File: config.mk
export PLATFORM = sky130hd
export DESIGN_NAME = stdp_updater
export DESIGN_NICKNAME = d
export VERILOG_FILES = /design/src/rtl/stdp_pkg.sv /design/src/rtl/stdp_age_bank.sv /design/src/rtl/stdp_decay.sv /design/src/rtl/stdp_weight_alu.sv /design/src/rtl/stdp_updater.sv
export SDC_FILE = /design/constraint.sdc
export NUM_CORES = 1
export LEC_CHECK = 0
export ABC_AREA = 0
export BUFFER_PORTS_ARGS = -buffer_cell sky130_fd_sc_hd__buf_2
export CORE_MARGIN = 2
export CORE_UTILIZATION = 40
export CTS_CLUSTER_DIAMETER = 120
export DETAILED_ROUTE_END_ITERATION = 6
export GPL_TIMING_DRIVEN = 0
export HOLD_SLACK_MARGIN = 0.05
export PLACE_DENSITY = 0.63
export SYNTH_ARGS = -nofsm -noshare
export SYNTH_HDL_FRONTEND = slang
export SYNTH_SLANG_ARGS = --single-unit
export TNS_END_PERCENT = 20
File: constraint.sdc
create_clock -name clk_i -period 7.1 [get_ports clk_i]
set_input_delay 0.71 -clock clk_i [delete_from_list [all_inputs] [get_ports clk_i]]
set_output_delay 0.71 -clock clk_i [all_outputs]
set_load 0.02 [all_outputs]
File: src/rtl/stdp_pkg.sv
package stdp_pkg;

    typedef enum logic {
        UPD_LTP = 1'b0,
        UPD_LTD = 1'b1
    } upd_mode_e;

endpackage

File: src/rtl/stdp_age_bank.sv
module stdp_age_bank #(
    parameter int N     = 16,
    parameter int AGE_W = 5
) (
    input  logic                       clk_i,
    input  logic                       rst_ni,
    input  logic                       adv_i,
    input  logic [N-1:0]               spk_i,
    output logic [N-1:0][AGE_W-1:0]    age_o
);

    localparam logic [AGE_W-1:0] AGE_MAX = '1;

    typedef logic [N-1:0][AGE_W-1:0] ages_t;

    ages_t age_d, age_q;

    always_comb begin
        age_d = age_q;
        if (adv_i) begin
            for (int i = 0; i < N; i++) begin
                if (spk_i[i]) begin
                    age_d[i] = '0;
                end else if (age_q[i] != AGE_MAX) begin
                    age_d[i] = age_q[i] + 1'b1;
                end
            end
        end
    end

    always_ff @(posedge clk_i) begin
        if (!rst_ni) begin
            for (int i = 0; i < N; i++) begin
                age_q[i] <= AGE_MAX;
            end
        end else begin
            age_q <= age_d;
        end
    end

    assign age_o = age_q;

    for (genvar g = 0; g < N; g++) begin : g_chk
        a_r7_age_restart: assert property (@(posedge clk_i) disable iff (!rst_ni)
            adv_i && spk_i[g] |=> age_o[g] == '0);
        a_r7_age_hold: assert property (@(posedge clk_i) disable iff (!rst_ni)
            !adv_i |=> $stable(age_o[g]));
        a_r7_age_saturate: assert property (@(posedge clk_i) disable iff (!rst_ni)
            adv_i && !spk_i[g] && age_o[g] == AGE_MAX |=> age_o[g] == AGE_MAX);
    end

endmodule

File: src/rtl/stdp_decay.sv
module stdp_decay
    import stdp_pkg::*;
#(
    parameter int AGE_W           = 5,
    parameter int MAG_W           = 8,
    parameter int WINDOW          = 16,
    parameter int A_PLUS          = 32,
    parameter int A_MINUS         = 24,
    parameter int HALF_PLUS_LOG2  = 2,
    parameter int HALF_MINUS_LOG2 = 3
) (
    input  logic [AGE_W-1:0] dt_i,
    input  upd_mode_e        mode_i,
    output logic [MAG_W-1:0] mag_o
);

    localparam int IDX_W = (WINDOW > 1) ? $clog2(WINDOW) : 1;

    logic [MAG_W-1:0] tab_ltp [WINDOW];
    logic [MAG_W-1:0] tab_ltd [WINDOW];
    logic [IDX_W-1:0] idx;

    for (genvar k = 0; k < WINDOW; k++) begin : g_tab
        localparam int LtpVal = A_PLUS >> (k >> HALF_PLUS_LOG2);
        localparam int LtdVal = A_MINUS >> (k >> HALF_MINUS_LOG2);
        assign tab_ltp[k] = LtpVal[MAG_W-1:0];
        assign tab_ltd[k] = LtdVal[MAG_W-1:0];
    end

    assign idx = dt_i[IDX_W-1:0];

    always_comb begin
        mag_o = '0;
        if (int'(dt_i) < WINDOW) begin
            mag_o = (mode_i == UPD_LTP) ? tab_ltp[idx] : tab_ltd[idx];
        end
    end

    // outside the window the decay term vanishes
    always_comb begin
        a_r3_window_cutoff: assert (int'(dt_i) < WINDOW || mag_o == '0);
    end

endmodule

File: src/rtl/stdp_weight_alu.sv
module stdp_weight_alu
    import stdp_pkg::*;
#(
    parameter int W_W   = 8,
    parameter int W_MAX = 200
) (
    input  logic [W_W-1:0] w_i,
    input  logic [W_W-1:0] mag_i,
    input  upd_mode_e      mode_i,
    output logic [W_W-1:0] w_o
);

    localparam logic [W_W:0] CEIL = (W_W+1)'(W_MAX);

    logic [W_W:0] sum;

    always_comb begin
        sum = '0;
        if (mode_i == UPD_LTP) begin
            sum = {1'b0, w_i} + {1'b0, mag_i};
        end else if (mag_i < w_i) begin
            sum = {1'b0, w_i} - {1'b0, mag_i};
        end
        w_o = (sum > CEIL) ? CEIL[W_W-1:0] : sum[W_W-1:0];
    end

    always_comb begin
        a_r6_alu_range: assert (w_o <= CEIL[W_W-1:0]);
    end

endmodule

File: src/rtl/stdp_updater.sv
module stdp_updater
    import stdp_pkg::*;
#(
    parameter int N               = 16,
    parameter int AGE_W           = 5,
    parameter int W_W             = 8,
    parameter int W_MAX           = 200,
    parameter int WINDOW          = 16,
    parameter int A_PLUS          = 32,
    parameter int A_MINUS         = 24,
    parameter int HALF_PLUS_LOG2  = 2,
    parameter int HALF_MINUS_LOG2 = 3,
    localparam int AW             = $clog2(N)
) (
    input  logic           clk_i,
    input  logic           rst_ni,
    input  logic           step_i,
    input  logic [N-1:0]   pre_spike_i,
    input  logic           post_spike_i,
    output logic           busy_o,
    output logic [AW-1:0]  rd_addr_o,
    input  logic [W_W-1:0] rd_data_i,
    output logic           wr_en_o,
    output logic [AW-1:0]  wr_addr_o,
    output logic [W_W-1:0] wr_data_o
);

    localparam int CNT_W = $clog2(N + 1);
    localparam logic [AW-1:0] LAST = AW'(N - 1);
    localparam logic [CNT_W-1:0] CNT_END = CNT_W'(N);

    typedef struct packed {
        logic             busy;
        logic [CNT_W-1:0] cnt;
        logic             vld;
        logic [AW-1:0]    widx;
        logic             post_mode;
        logic [N-1:0]     work_pre;
        logic [N-1:0]     pend_pre;
        logic             pend_post;
    } state_t;

    state_t s_d, s_q;

    logic                       accept;
    logic [N-1:0]               ev_pre;
    logic                       ev_post;
    logic [N-1:0][AGE_W-1:0]    pre_age;
    logic [0:0][AGE_W-1:0]      post_age;
    logic [AGE_W-1:0]           slot_dt;
    upd_mode_e                  slot_mode;
    logic [W_W-1:0]             slot_mag;
    logic                       slot_ev;

    always_comb begin
        s_d     = s_q;
        accept  = step_i && !s_q.busy;
        ev_pre  = s_q.pend_pre | pre_spike_i;
        ev_post = s_q.pend_post | post_spike_i;

        if (accept) begin
            s_d.pend_pre  = '0;
            s_d.pend_post = 1'b0;
            if (ev_post || (|ev_pre)) begin
                s_d.busy      = 1'b1;
                s_d.cnt       = '0;
                s_d.vld       = 1'b0;
                s_d.post_mode = ev_post;
                s_d.work_pre  = ev_pre;
            end
        end else begin
            s_d.pend_pre  = ev_pre;
            s_d.pend_post = ev_post;
        end

        if (s_q.busy) begin
            s_d.vld = 1'b0;
            if (s_q.cnt < CNT_END) begin
                s_d.vld  = 1'b1;
                s_d.widx = s_q.cnt[AW-1:0];
                s_d.cnt  = s_q.cnt + 1'b1;
            end
            if (s_q.vld && s_q.widx == LAST) begin
                s_d.busy = 1'b0;
            end
        end
    end

    always_ff @(posedge clk_i) begin
        if (!rst_ni) begin
            s_q <= '0;
        end else begin
            s_q <= s_d;
        end
    end

    stdp_age_bank #(
        .N     (N),
        .AGE_W (AGE_W)
    ) i_pre_ages (
        .clk_i  (clk_i),
        .rst_ni (rst_ni),
        .adv_i  (accept),
        .spk_i  (ev_pre),
        .age_o  (pre_age)
    );

    stdp_age_bank #(
        .N     (1),
        .AGE_W (AGE_W)
    ) i_post_age (
        .clk_i  (clk_i),
        .rst_ni (rst_ni),
        .adv_i  (accept),
        .spk_i  (ev_post),
        .age_o  (post_age)
    );

    always_comb begin
        if (s_q.post_mode) begin
            slot_dt   = pre_age[s_q.widx];
            slot_mode = UPD_LTP;
            slot_ev   = 1'b1;
        end else begin
            slot_dt   = post_age[0];
            slot_mode = UPD_LTD;
            slot_ev   = s_q.work_pre[s_q.widx];
        end
    end

    stdp_decay #(
        .AGE_W           (AGE_W),
        .MAG_W           (W_W),
        .WINDOW          (WINDOW),
        .A_PLUS          (A_PLUS),
        .A_MINUS         (A_MINUS),
        .HALF_PLUS_LOG2  (HALF_PLUS_LOG2),
        .HALF_MINUS_LOG2 (HALF_MINUS_LOG2)
    ) i_decay (
        .dt_i   (slot_dt),
        .mode_i (slot_mode),
        .mag_o  (slot_mag)
    );

    stdp_weight_alu #(
        .W_W   (W_W),
        .W_MAX (W_MAX)
    ) i_alu (
        .w_i    (rd_data_i),
        .mag_i  (slot_mag),
        .mode_i (slot_mode),
        .w_o    (wr_data_o)
    );

    assign busy_o    = s_q.busy;
    assign rd_addr_o = s_q.cnt[AW-1:0];
    assign wr_en_o   = s_q.vld && slot_ev;
    assign wr_addr_o = s_q.widx;

    a_r2_write_in_sweep: assert property (@(posedge clk_i) disable iff (!rst_ni)
        wr_en_o |-> busy_o);
    a_r2_ascending: assert property (@(posedge clk_i) disable iff (!rst_ni)
        s_q.vld && $past(s_q.vld) |-> s_q.widx == $past(s_q.widx) + 1'b1);
    a_r2_sweep_end: assert property (@(posedge clk_i) disable iff (!rst_ni)
        $fell(busy_o) |-> $past(s_q.vld && s_q.widx == LAST));
    a_r9_start_needs_step: assert property (@(posedge clk_i) disable iff (!rst_ni)
        $rose(busy_o) |-> $past(step_i));
    a_r6_ceiling: assert property (@(posedge clk_i) disable iff (!rst_ni)
        wr_en_o |-> wr_data_o <= W_W'(W_MAX));
    a_r4_ltd_not_up: assert property (@(posedge clk_i) disable iff (!rst_ni)
        wr_en_o && !s_q.post_mode |-> wr_data_o <= rd_data_i);
    a_r3_ltp_not_down: assert property (@(posedge clk_i) disable iff (!rst_ni)
        wr_en_o && s_q.post_mode && rd_data_i <= W_W'(W_MAX) |-> wr_data_o >= rd_data_i);

endmodule

### Word level (Yosys, flattened, before mapping)

Memory sizes are Yosys's and may differ from the RTL's.
Cells that the tools add are included.

* register bits: 130
* bits in latches: 0
* memory bits (writable): 0
* memory bits (read-only): 256
* input bits: 28
* word-level logic and storage cells: 175
* memories kept: 2

Memory list
* (name not given): words 16, width 8, read ports 1, clocked after Yosys merged registers in 0, write ports 0, line stdp_decay.sv:35 `mag_o = (mode_i == UPD_LTP) ? tab_ltp[idx] : tab_ltd[idx];`
* (name not given): words 16, width 8, read ports 1, clocked after Yosys merged registers in 0, write ports 0, line stdp_decay.sv:35

* $add $sub $neg: 20
* $mul: 0
* div/mod/pow operators: 0
* $lt $le $gt $ge: 6
* eq/ne operators: 18
* shifts and indexed selects: 0
* multiplexer cells: 54
* bitwise logic cells: 4
* reduce and logical (&&, ||, !) cells: 46

Operator list (count)
* 5-bit two-way mux: 36
* 5-bit by 1-bit adder with 5-bit output (second input constant): 18
* 5-bit != test (second input constant): 17
* 8-bit two-way mux: 7
* 2-bit AND reduction: 20
* 2-bit nonzero test: 19
* 5-bit binary-select mux with 4-bit select: 1
* 9-bit two-way mux: 2
* 16-bit bitwise OR: 1
* 16-bit OR reduction: 1
* 7-bit two-way mux: 2
* 11-bit two-way mux: 1
* 5-bit less-than comparator (second input constant): 2
* 10-bit two-way mux: 1
* 8-bit by 8-bit adder with 9-bit output: 1
* 9-bit by 8-bit greater-than comparator with 1-bit output (second input constant): 1
* 8-bit by 8-bit subtractor with 9-bit output: 1
* 8-bit less-than comparator: 1
* 5-bit >= comparator (second input constant): 1
* 4-bit by 5-bit less-than comparator with 1-bit output (second input constant): 1
* 4-bit NOT with 5-bit output: 1
* 1-bit binary-select mux with 4-bit select: 1
* 4-bit equality test (second input constant): 1
* 1-bit logical AND: 3
* other kinds (6): 8

### Logic depth before layout (Yosys ltp)

Gate-level depths: netlist (run 1).

* depth after elaboration: 14
* gate-level depth with buffers: 15
* depth with buffers taken out: 13

### Hierarchy

Synthesis (run 1) repeated with hierarchy kept, for this count alone.

* cells, all modules: 932
* area total of the unflattened synthesis: 8515.7 um2

Modules (own cells, without submodules)
* stdp_age_bank (i_pre_ages): times used 1, cells each 470, area each 4271.6 um2, seq. area each 1601.5 um2
* stdp_updater: times used 1, cells each 287, area each 2956.6 um2, seq. area each 900.9 um2
* stdp_weight_alu: times used 1, cells each 133, area each 937.1 um2, seq. area each 0.0 um2
* stdp_age_bank (i_post_age): times used 1, cells each 30, area each 267.8 um2, seq. area each 100.1 um2
* stdp_decay: times used 1, cells each 12, area each 82.6 um2, seq. area each 0.0 um2

### Worst setup path before layout (run 1)

Ideal clock, no wire load.

* kind: flip-flop to output port
* from: register s_q, in the netlist wr_addr_o[0]
* to: output wr_data_o[2]
* arrival: 3.751 ns
* data required time: 6.390 ns
* path slack: 2.639 ns
* stages on the path, launching flop included: 13
* path through: dfxtp_1 buf_6 mux4_2 mux4_2 or3_4 ha_1 buf_2 and3_1 a221oi_1 nand3_1 a31oi_1 a2111oi_0 nor3b_1

* cells in the longest elaborated chain, start to end: 14
* elaborated cells on any way between the ends: 20
* those cells by class: add/sub: 2; order compare: 3; mux: 12; bitwise: 1; memory: 2

RTL lines
* start: declaration: line stdp_updater.sv:43 `state_t s_d, s_q;`
* start signal: assignment: line stdp_updater.sv:91 `s_q <= '0;`
* start signal: assignment: line stdp_updater.sv:93 `s_q <= s_d;`
* 5-bit binary-select mux with 4-bit select *: line stdp_updater.sv:121 `slot_dt = pre_age[s_q.widx];`
* 5-bit two-way mux (not written as such) *: line stdp_updater.sv:121
* 5-bit two-way mux *: line stdp_updater.sv:120 `if (s_q.post_mode) begin`
* 4-bit NOT with 5-bit output (not written as such): line stdp_decay.sv:35
* memory 16 x 8 bit
* 8-bit two-way mux (not written as such) (2 in series): line stdp_decay.sv:35
* 8-bit two-way mux: line stdp_decay.sv:35
* 8-bit two-way mux *: line stdp_decay.sv:34 `if (int'(dt_i) < WINDOW) begin`
* 8-bit by 8-bit subtractor with 9-bit output / 8-bit less-than comparator (equally long branches): line stdp_weight_alu.sv:22, stdp_weight_alu.sv:21
* 9-bit two-way mux: line stdp_weight_alu.sv:21 `end else if (mag_i < w_i) begin`
* 9-bit two-way mux *: line stdp_weight_alu.sv:19 `if (mode_i == UPD_LTP) begin`
* 9-bit by 8-bit greater-than comparator with 1-bit output: line stdp_weight_alu.sv:24 `w_o = (sum > CEIL) ? CEIL[W_W-1:0] : sum[W_W-1:0];`
* 8-bit two-way mux *: line stdp_weight_alu.sv:24
* end: declaration: line stdp_updater.sv:25 `output logic [W_W-1:0] wr_data_o`

Every way passes the cells marked *; elsewhere a longest branch is shown, timed or not. The select of a mux whose other input is x is not followed.

### Worst setup path in the final report (run 1)

* from: register s_q, in the netlist wr_addr_o[1]
* to: output wr_data_o[2]

Same word-level chain as after synthesis.

==> results.json, run 1 <==
{
  "die-height_um": 135,
  "drt_iter0_markers": 451,
  "ys_ff_latch": 130,
  "hold_violations": 0,
  "clock_sinks": 130,
  "m1WireLength_mm": 8.73,
  "ir_drop_mv": 0.177,
  "min-delay-path-class": "flop to flop",
  "fin_skew_ps": 4.84,
  "grt_pass1_wl_mm": 29.8,
  "synth-edff-count": 0,
  "grt_max_degree": 17,
  "syn-instance-count": 804,
  "die_x_um": 135,
  "p_leak_nw": 3.51,
  "path_buf_inv": 4,
  "synthArstFlopShare_pct": 0,
  "dpl-instance-area_mm2": 0.00740,
  "tritoncts": "done",
  "cts_htree_levels": 4,
  "required_ps": 6390,
  "fmax_mhz": 173,
  "portBuffers": 44,
  "min_period_ps": 5790,
  "yosysWarnings": 0,
  "vias_per_cell": 5.61,
  "multi_input_area_mm2": 0.00395,
  "highest_layer": "met4",
  "syn_area_mm2": 0.00690,
  "slew_viol_final": 0,
  "finalWorstSetupSlack_ps": 1310,
  "rsz0062_at_grt": "no",
  "io_pins": 46,
  "layout-drive-gt1-share_pct": 11.8,
  "antenna_left": 0,
  "r2r-end": "rd_addr_o[1]",
  "drc": 0,
  "nets": 941,
  "final_util_pct": 47.4,
  "crit_type": "flop to primary output",
  "r2r_cells": 7,
  "cts_root_buf": "clkbuf_16",
  "hold_buffers": 0,
  "cts_buffers": 17,
  "synth_nets": 878,
  "wl_met3_mm": 1.16,
  "start_util_pct": 40.5,
  "crit_top_cell": "buf_2",
  "fp.dieArea_mm2": 0.0183,
  "min_period_over_period_pct": 81.6,
  "holdPathStages": 2,
  "regArea_mm2": 0.00260,
  "power_density_mw_per_mm2": 287,
  "critPathMaxFanout": 10,
  "setup.worst_path.start": "wr_addr_o[1]",
  "cts_resized": 0,
  "cts_setup_buffers": 0,
  "critPathMaxStageDelay_ps": 580,
  "core_mm2": 0.0171,
  "cp-end-kind": "primary output",
  "wirelength_mm": 18.7,
  "place.detailed.hpwl_mm": 13.4,
  "fillCellCount": 1690,
  "maxSlewHeadroom_pct": 43.2,
  "cp_data_arrival_time_ps": 5080,
  "critPathSlowestCell": "clkbuf_1",
  "cts_buffer_depth": 2,
  "post_drt_wl_per_cell_um": 16.9,
  "grt_pass1_vias": 5641,
  "clkTransAtPathRegs_ps": 50,
  "area_delta_synth_final_pct": 17.1,
  "crit_family": "buffers and inverters",
  "synth_seq_area_share_pct": 37.7,
  "gp_congestion": 0.876,
  "tightest_slew_ps": 852,
  "grt_remaining_overflow": 0,
  "syn_avg_cell_area_um2": 8.59,
  "fin_tns_setup_ps": 0,
  "status": "completed",
  "num_rows": 48,
  "cp_cell_sequence": "clkbuf_1 -> buf_2 -> mux4_2 -> mux2i_1 -> a21oi_1 -> or3_4 -> ha_1 -> buf_2 -> and3_1 -> a221oi_1 -> nand3_1 -> a31oi_1 -> a2111oi_0 -> nor3b_1 -> buf_2",
  "reg2reg_from": "s_q[15]",
  "vias": 6200,
  "grtUsageTotal_pct": 21.2,
  "synthFlopType": "dfxtp_1",
  "synthDistinctLibCells": 49,
  "yosysTopAreaCellShare_pct": 37.7,
  "synth_top_area_cell": "dfxtp_1",
  "hold_end": "s_q[43]",
  "rrSetupSlack_ps": 4750,
  "cap_viol_max_count": 0,
  "clk_latency_ps": 420,
  "dpl_worst_slack_ps": 1840,
  "start_kind": "flop",
  "postLayoutCellArea_mm2": 0.00808,
  "synth_area_leaders": "dfxtp_1, ha_1, nand2_1, mux4_2, o21ai_0",
  "firstDrtPassIters": 5,
  "diodes": 0,
  "min_from": "s_q[43]",
  "met2_length_mm": 8.56,
  "setup_viol_count_final": 0,
  "antenna_found_initial": 0
}
-- tightest hold or removal path, stage by stage (launching register included) --
cell	delay (ps)
dfxtp_1	310
nand2_1	50
a21boi_0	60
-- per-layer routing --
layer  up-vias  track usage, %
met4         0            6.71
met3        25            4.45
met1      2949            28.8
met5         -               0
met2       184            34.0
li1       3042               -
-- cell usage in the layout (no fill, tap or decap), types with 5 or more instances in the layout --
cell type  Yosys  layout
buf_2          4      48
nand2_1      117     117
o311a_1        6       6
a21oi_1       51      51
mux2i_1        9       9
and3_1        35      35
o21ai_0       57      57
o31a_1        12      12
nor4_1         9       9
a22oi_1       35      35
nand2b_1       9       9
dfxtp_1      130     130
mux4_2        14      14
nand4b_1      14      14
nor2b_1       20      20
o311ai_0      16      16
buf_4          9       9
nand4_1        5       5
ha_1          44      44
nand3_1       15      15
bufinv_16      0       6
nor2_1        74      74
clkbuf_1      26      29
inv_1         38      38
clkbuf_16      0      17
-- through the flow --
step                      hold slack (ps)  total power [mW]  std cells
final                                 463              2.32       1105
after global routing                  520              2.44       1105
after CTS                             465              2.33       1105
after detailed placement              458              1.32       1073
after global placement                453              1.31       1073
after floorplan                       441              1.19        804
-- synth_stat cells (2+ instances only) --
| master | number |
|---|---|
| fa_1 | 2 |
| o211ai_1 | 3 |
| nor4_1 | 9 |
| and3_1 | 35 |
| buf_4 | 9 |
| o21a_1 | 2 |
| o311a_1 | 6 |
| mux4_1 | 4 |
| a21boi_0 | 2 |
| nor2b_1 | 20 |
| a31oi_1 | 3 |
| mux4_2 | 14 |
| a22oi_1 | 35 |
| ha_1 | 44 |
| a21o_1 | 3 |
| nand4_1 | 5 |
| nor2_1 | 74 |
| nand3b_1 | 3 |
| mux2i_1 | 9 |
| nand2_1 | 117 |
| a221oi_1 | 2 |
| a21oi_1 | 51 |
| xnor2_1 | 4 |
| clkbuf_1 | 26 |
| dfxtp_1 | 130 |
| inv_1 | 38 |
| and4b_1 | 2 |
| nor3b_1 | 3 |
| nand4b_1 | 14 |
| or3_1 | 2 |
| buf_2 | 4 |
| nor3_1 | 4 |
| o31a_1 | 12 |
| o21ai_0 | 57 |
| xor2_1 | 2 |
| nand3_1 | 15 |
| o22ai_1 | 3 |
| o311ai_0 | 16 |
| nand2b_1 | 9 |
| buf_1 | 2 |
-- final cells by class --
cell class | instances | share of cell area (%)
multi-input combinational | 593 | 48.9
inverter | 39 | 1.81
clock inverter | 9 | 2.48
buffer | 42 | 2.52
sequential | 130 | 32.2
timing repair buffer | 44 | 2.72
clock buffer | 23 | 5.91
tap | 225 | 3.48
-- cell families after synthesis --
group | share of synthesized area, %
DFF | 37.7
xor gates and xnor gates | 0.761
adders and majority gates | 8.56
buffers and inverters | 5.08
AOI/OAI and AO/OA | 18.4
and+or+nand+nor | 22.1
muxes | 7.40
-- power breakdown --
group | leakage, nW | total, mW | internal [mW] | switching, mW
combinational | 2.11 | 0.445 | 0.191 | 0.254
sequential | 1.08 | 0.867 | 0.802 | 0.0643
clock | 0.324 | 1.01 | 0.686 | 0.321
total | 3.51 | 2.32 | 1.68 | 0.639
-- how the worst max path moves through the flow --
stage	cells past startpoint	slack, ps	end
after global placement	15	1840	wr_data_o[0]
after floorplan	12	2640	wr_data_o[2]
after detailed placement	15	1840	wr_data_o[2]
after global routing	15	1060	wr_data_o[2]
final	15	1310	wr_data_o[2]
after CTS	15	1360	wr_data_o[2]
-- flip-flops by register name, indices dropped and copies added (netlist names) --
register / flops
i_pre_ages.age_o: 80
s_q: 36
i_post_age.age_o: 5
rd_addr_o: 4
wr_addr_o: 4
busy_o: 1
(Power assumes the default switching activity.)
==> run 2: changes to the inputs <==
Settings changed: ABC_AREA 0 to 1, PLACE_DENSITY 0.63 to 0.65.
Clock period 7.1 ns to 5.05 ns, I/O delays scaled along.
==> run 2 against run 1 <==
  * Setup slack worse by 500 ps
  * Critical path depth up 6
  * Critical endpoint is now wr_data_o[5]
  * Synthesized cell count grew 19%
  * Non-clock buffer count shrank 4
  * Sequential share of layout area down 0.24 points
  * Critical path type unchanged
  * Global-route usage is 0.40 points lower
  * Core utilization is essentially flat
  * Sequential power is 42% higher
==> results.json, run 2 <==
{
  "drt_iter0_markers": 343,
  "required_ps": 4550,
  "ir_drop_mv": 0.220,
  "ys_ff_latch": 130,
  "synthArstFlopShare_pct": 0,
  "hold_end": "s_q[12]",
  "min_from": "pre_spike_i[11]",
  "num_rows": 48,
  "fmax_mhz": 236,
  "dpl-instance-area_mm2": 0.00748,
  "nets": 1097,
  "start_kind": "flop",
  "yosysWarnings": 0,
  "synthFlopType": "dfxtp_1",
  "antenna_found_initial": 0,
  "fin_tns_setup_ps": 0,
  "tightest_slew_ps": 838,
  "min_period_ps": 4240,
  "vias_per_cell": 5.13,
  "power_density_mw_per_mm2": 408,
  "reg2reg_from": "busy_o",
  "regArea_mm2": 0.00260,
  "layout-drive-gt1-share_pct": 13.7,
  "postLayoutCellArea_mm2": 0.00814,
  "place.detailed.hpwl_mm": 13.4,
  "grt_remaining_overflow": 0,
  "slew_viol_final": 0,
  "syn_area_mm2": 0.00698,
  "clock_sinks": 130,
  "synth_seq_area_share_pct": 37.3,
  "p_sw_mw": 1.01,
  "cts_resized": 0,
  "synth-edff-count": 0,
  "synth_top_area_cell": "dfxtp_1",
  "min-delay-path-class": "input port to flop",
  "rsz0062_at_grt": "no",
  "tritoncts": "done",
  "synthDistinctLibCells": 42,
  "die-height_um": 136,
  "clkTransAtPathRegs_ps": 60,
  "rrSetupSlack_ps": 2970,
  "synth.most_common_cell": "nand2_1",
  "clk_latency_ps": 430,
  "fp.dieArea_mm2": 0.0185,
  "portBuffers": 44,
  "holdPathStages": 3,
  "combPwrFrac_pct": 21.9,
  "multi_input_area_mm2": 0.00371,
  "cp_data_arrival_time_ps": 3740,
  "grt_pass1_wl_mm": 29.6,
  "gp_congestion": 0.881,
  "syn_avg_cell_area_um2": 7.27,
  "critPathMaxFanout": 10,
  "vias": 6471,
  "final_cell_mix": "nand2_1, dfxtp_1, nor2_1",
  "min_period_over_period_pct": 84.0,
  "cts_buffers": 17,
  "io_pins": 46,
  "largest_reg_flops": 80,
  "status": "completed",
  "r2r_cells": 6,
  "grt_pass1_vias": 6062,
  "swShare_pct": 30.4,
  "drc": 0,
  "diodes": 0,
  "power.internal_mw": 2.31,
  "p_leak_nw": 3.97,
  "start_util_pct": 40.6,
  "yosysTopAreaCellShare_pct": 37.3,
  "hold_violations": 0,
  "p_clk_share_pct": 41.3,
  "cts_root_buf": "clkbuf_16",
  "grt_max_degree": 17,
  "crit_type": "flop to primary output",
  "cts_buffer_depth": 2,
  "area_delta_synth_final_pct": 16.6,
  "fin_cells": 1261,
  "dp_cells": 1229,
  "firstDrtPassIters": 5,
  "setup_viol_count_final": 0,
  "hold_buffers": 0,
  "die_x_um": 136,
  "synth_nets": 1034,
  "fin_skew_ps": 9.02,
  "core_mm2": 0.0172,
  "grtUsageTotal_pct": 20.8,
  "seq_power_share_pct": 36.9,
  "cap_viol_max_count": 0,
  "antenna_left": 0,
  "layout_commonest_cell": "nand2_1",
  "maxSlewHeadroom_pct": 44.2,
  "post_drt_wl_per_cell_um": 14.5,
  "cp-end-kind": "primary output",
  "cts_htree_levels": 4,
  "synthTopCellsByCount": "nand2_1, dfxtp_1, nor2_1, inv_1, o21ai_0",
  "syn-instance-count": 960,
  "fillCellCount": 1755,
  "finalPower_mw": 3.33,
  "r2r-end": "s_q[15]",
  "wirelength_mm": 18.2,
  "cts_setup_buffers": 0,
  "synth_area_leaders": "dfxtp_1, nand2_1, ha_1, nor2_1, o21ai_0"
}
[run 2: cell count changes after synthesis, sizes merged, moves of 20 or more]
cell   before  now
a221o       0   33
o21ai      57   91
nor2       74  137
nand2     117  212
nand3      15   49
nor2b      20    0
and3       35    1
inv        39  113
a22oi      35    0
[run 2: final cells by class]
cell class                 count  area share, %
inverter                     114           5.32
tap                          225           3.46
clock inverter                13           2.55
multi-input combinational    678           45.5
clock buffer                  19           5.56
buffer                        38           2.95
timing repair buffer          44           2.70
sequential                   130           32.0
[run 2: worst max path at each step]
stage,startpoint,end,slack (ps),cells past startpoint
floorplan,wr_addr_o[0],wr_data_o[0],1870,22
global placement,wr_addr_o[1],wr_data_o[5],1290,22
detailed placement,wr_addr_o[0],wr_data_o[1],1280,21
CTS,wr_addr_o[0],wr_data_o[1],810,21
global route,wr_addr_o[0],wr_data_o[0],530,25
finish,wr_addr_o[0],wr_data_o[5],810,21
[run 2: through the flow]
| step | hold slack, ps | utilization, % | setup slack [ps] |
|---|---|---|---|
| floorplan | 436 | - | 1870 |
| global placement | 444 | 43.6 | 1290 |
| detailed placement | 450 | 43.6 | 1280 |
| CTS | 334 | 47.4 | 806 |
| global route | 365 | 47.4 | 534 |
| finish | 347 | 47.4 | 810 |
[run 2: layer usage]
metal / vias up / track usage, % / wire, um
met4: 0 / 8.22 / 369
met3: 29 / 4.29 / 954
met5: - / 0 / 0
li1: 3316 / - / -
met1: 2963 / 27.8 / 8710
met2: 163 / 32.9 / 8200
[run 2: power by group through the flow]
stage	clock network (mW)	registers [mW]	logic (mW)
floorplan	0	1.22	0.554
global placement	0	1.24	0.709
detailed placement	0	1.25	0.726
CTS	1.39	1.23	0.729
global route	1.44	1.24	0.841
finish	1.37	1.23	0.727
[run 2: kinds of logic after synthesis]
logic type | Yosys count | share of synthesized area [%]
buffers and inverters | 152 | 9.64
and+or+nand+nor | 417 | 25.2
AOI/OAI and AO/OA | 215 | 19.4
adders and majority gates | 46 | 8.46
DFF | 130 | 37.3
[run 2: critical path, cell delays in order, from the launching register on]
cell and delay [ps]:
dfxtp_1 410, buf_6 180, buf_2 250, o21ai_0 150, nand3_1 120, nand3_1 90, nand2_1 150, nor2_2 70
nor3_1 290, ha_1 270, fa_1 240, nand3_1 100, nand2_1 110, nand2_1 60, nand2_1 90, nor2_1 60
nor2_2 140, nor2_2 70, nand2_2 110, nand2_4 80, nor2_2 90, buf_2 160
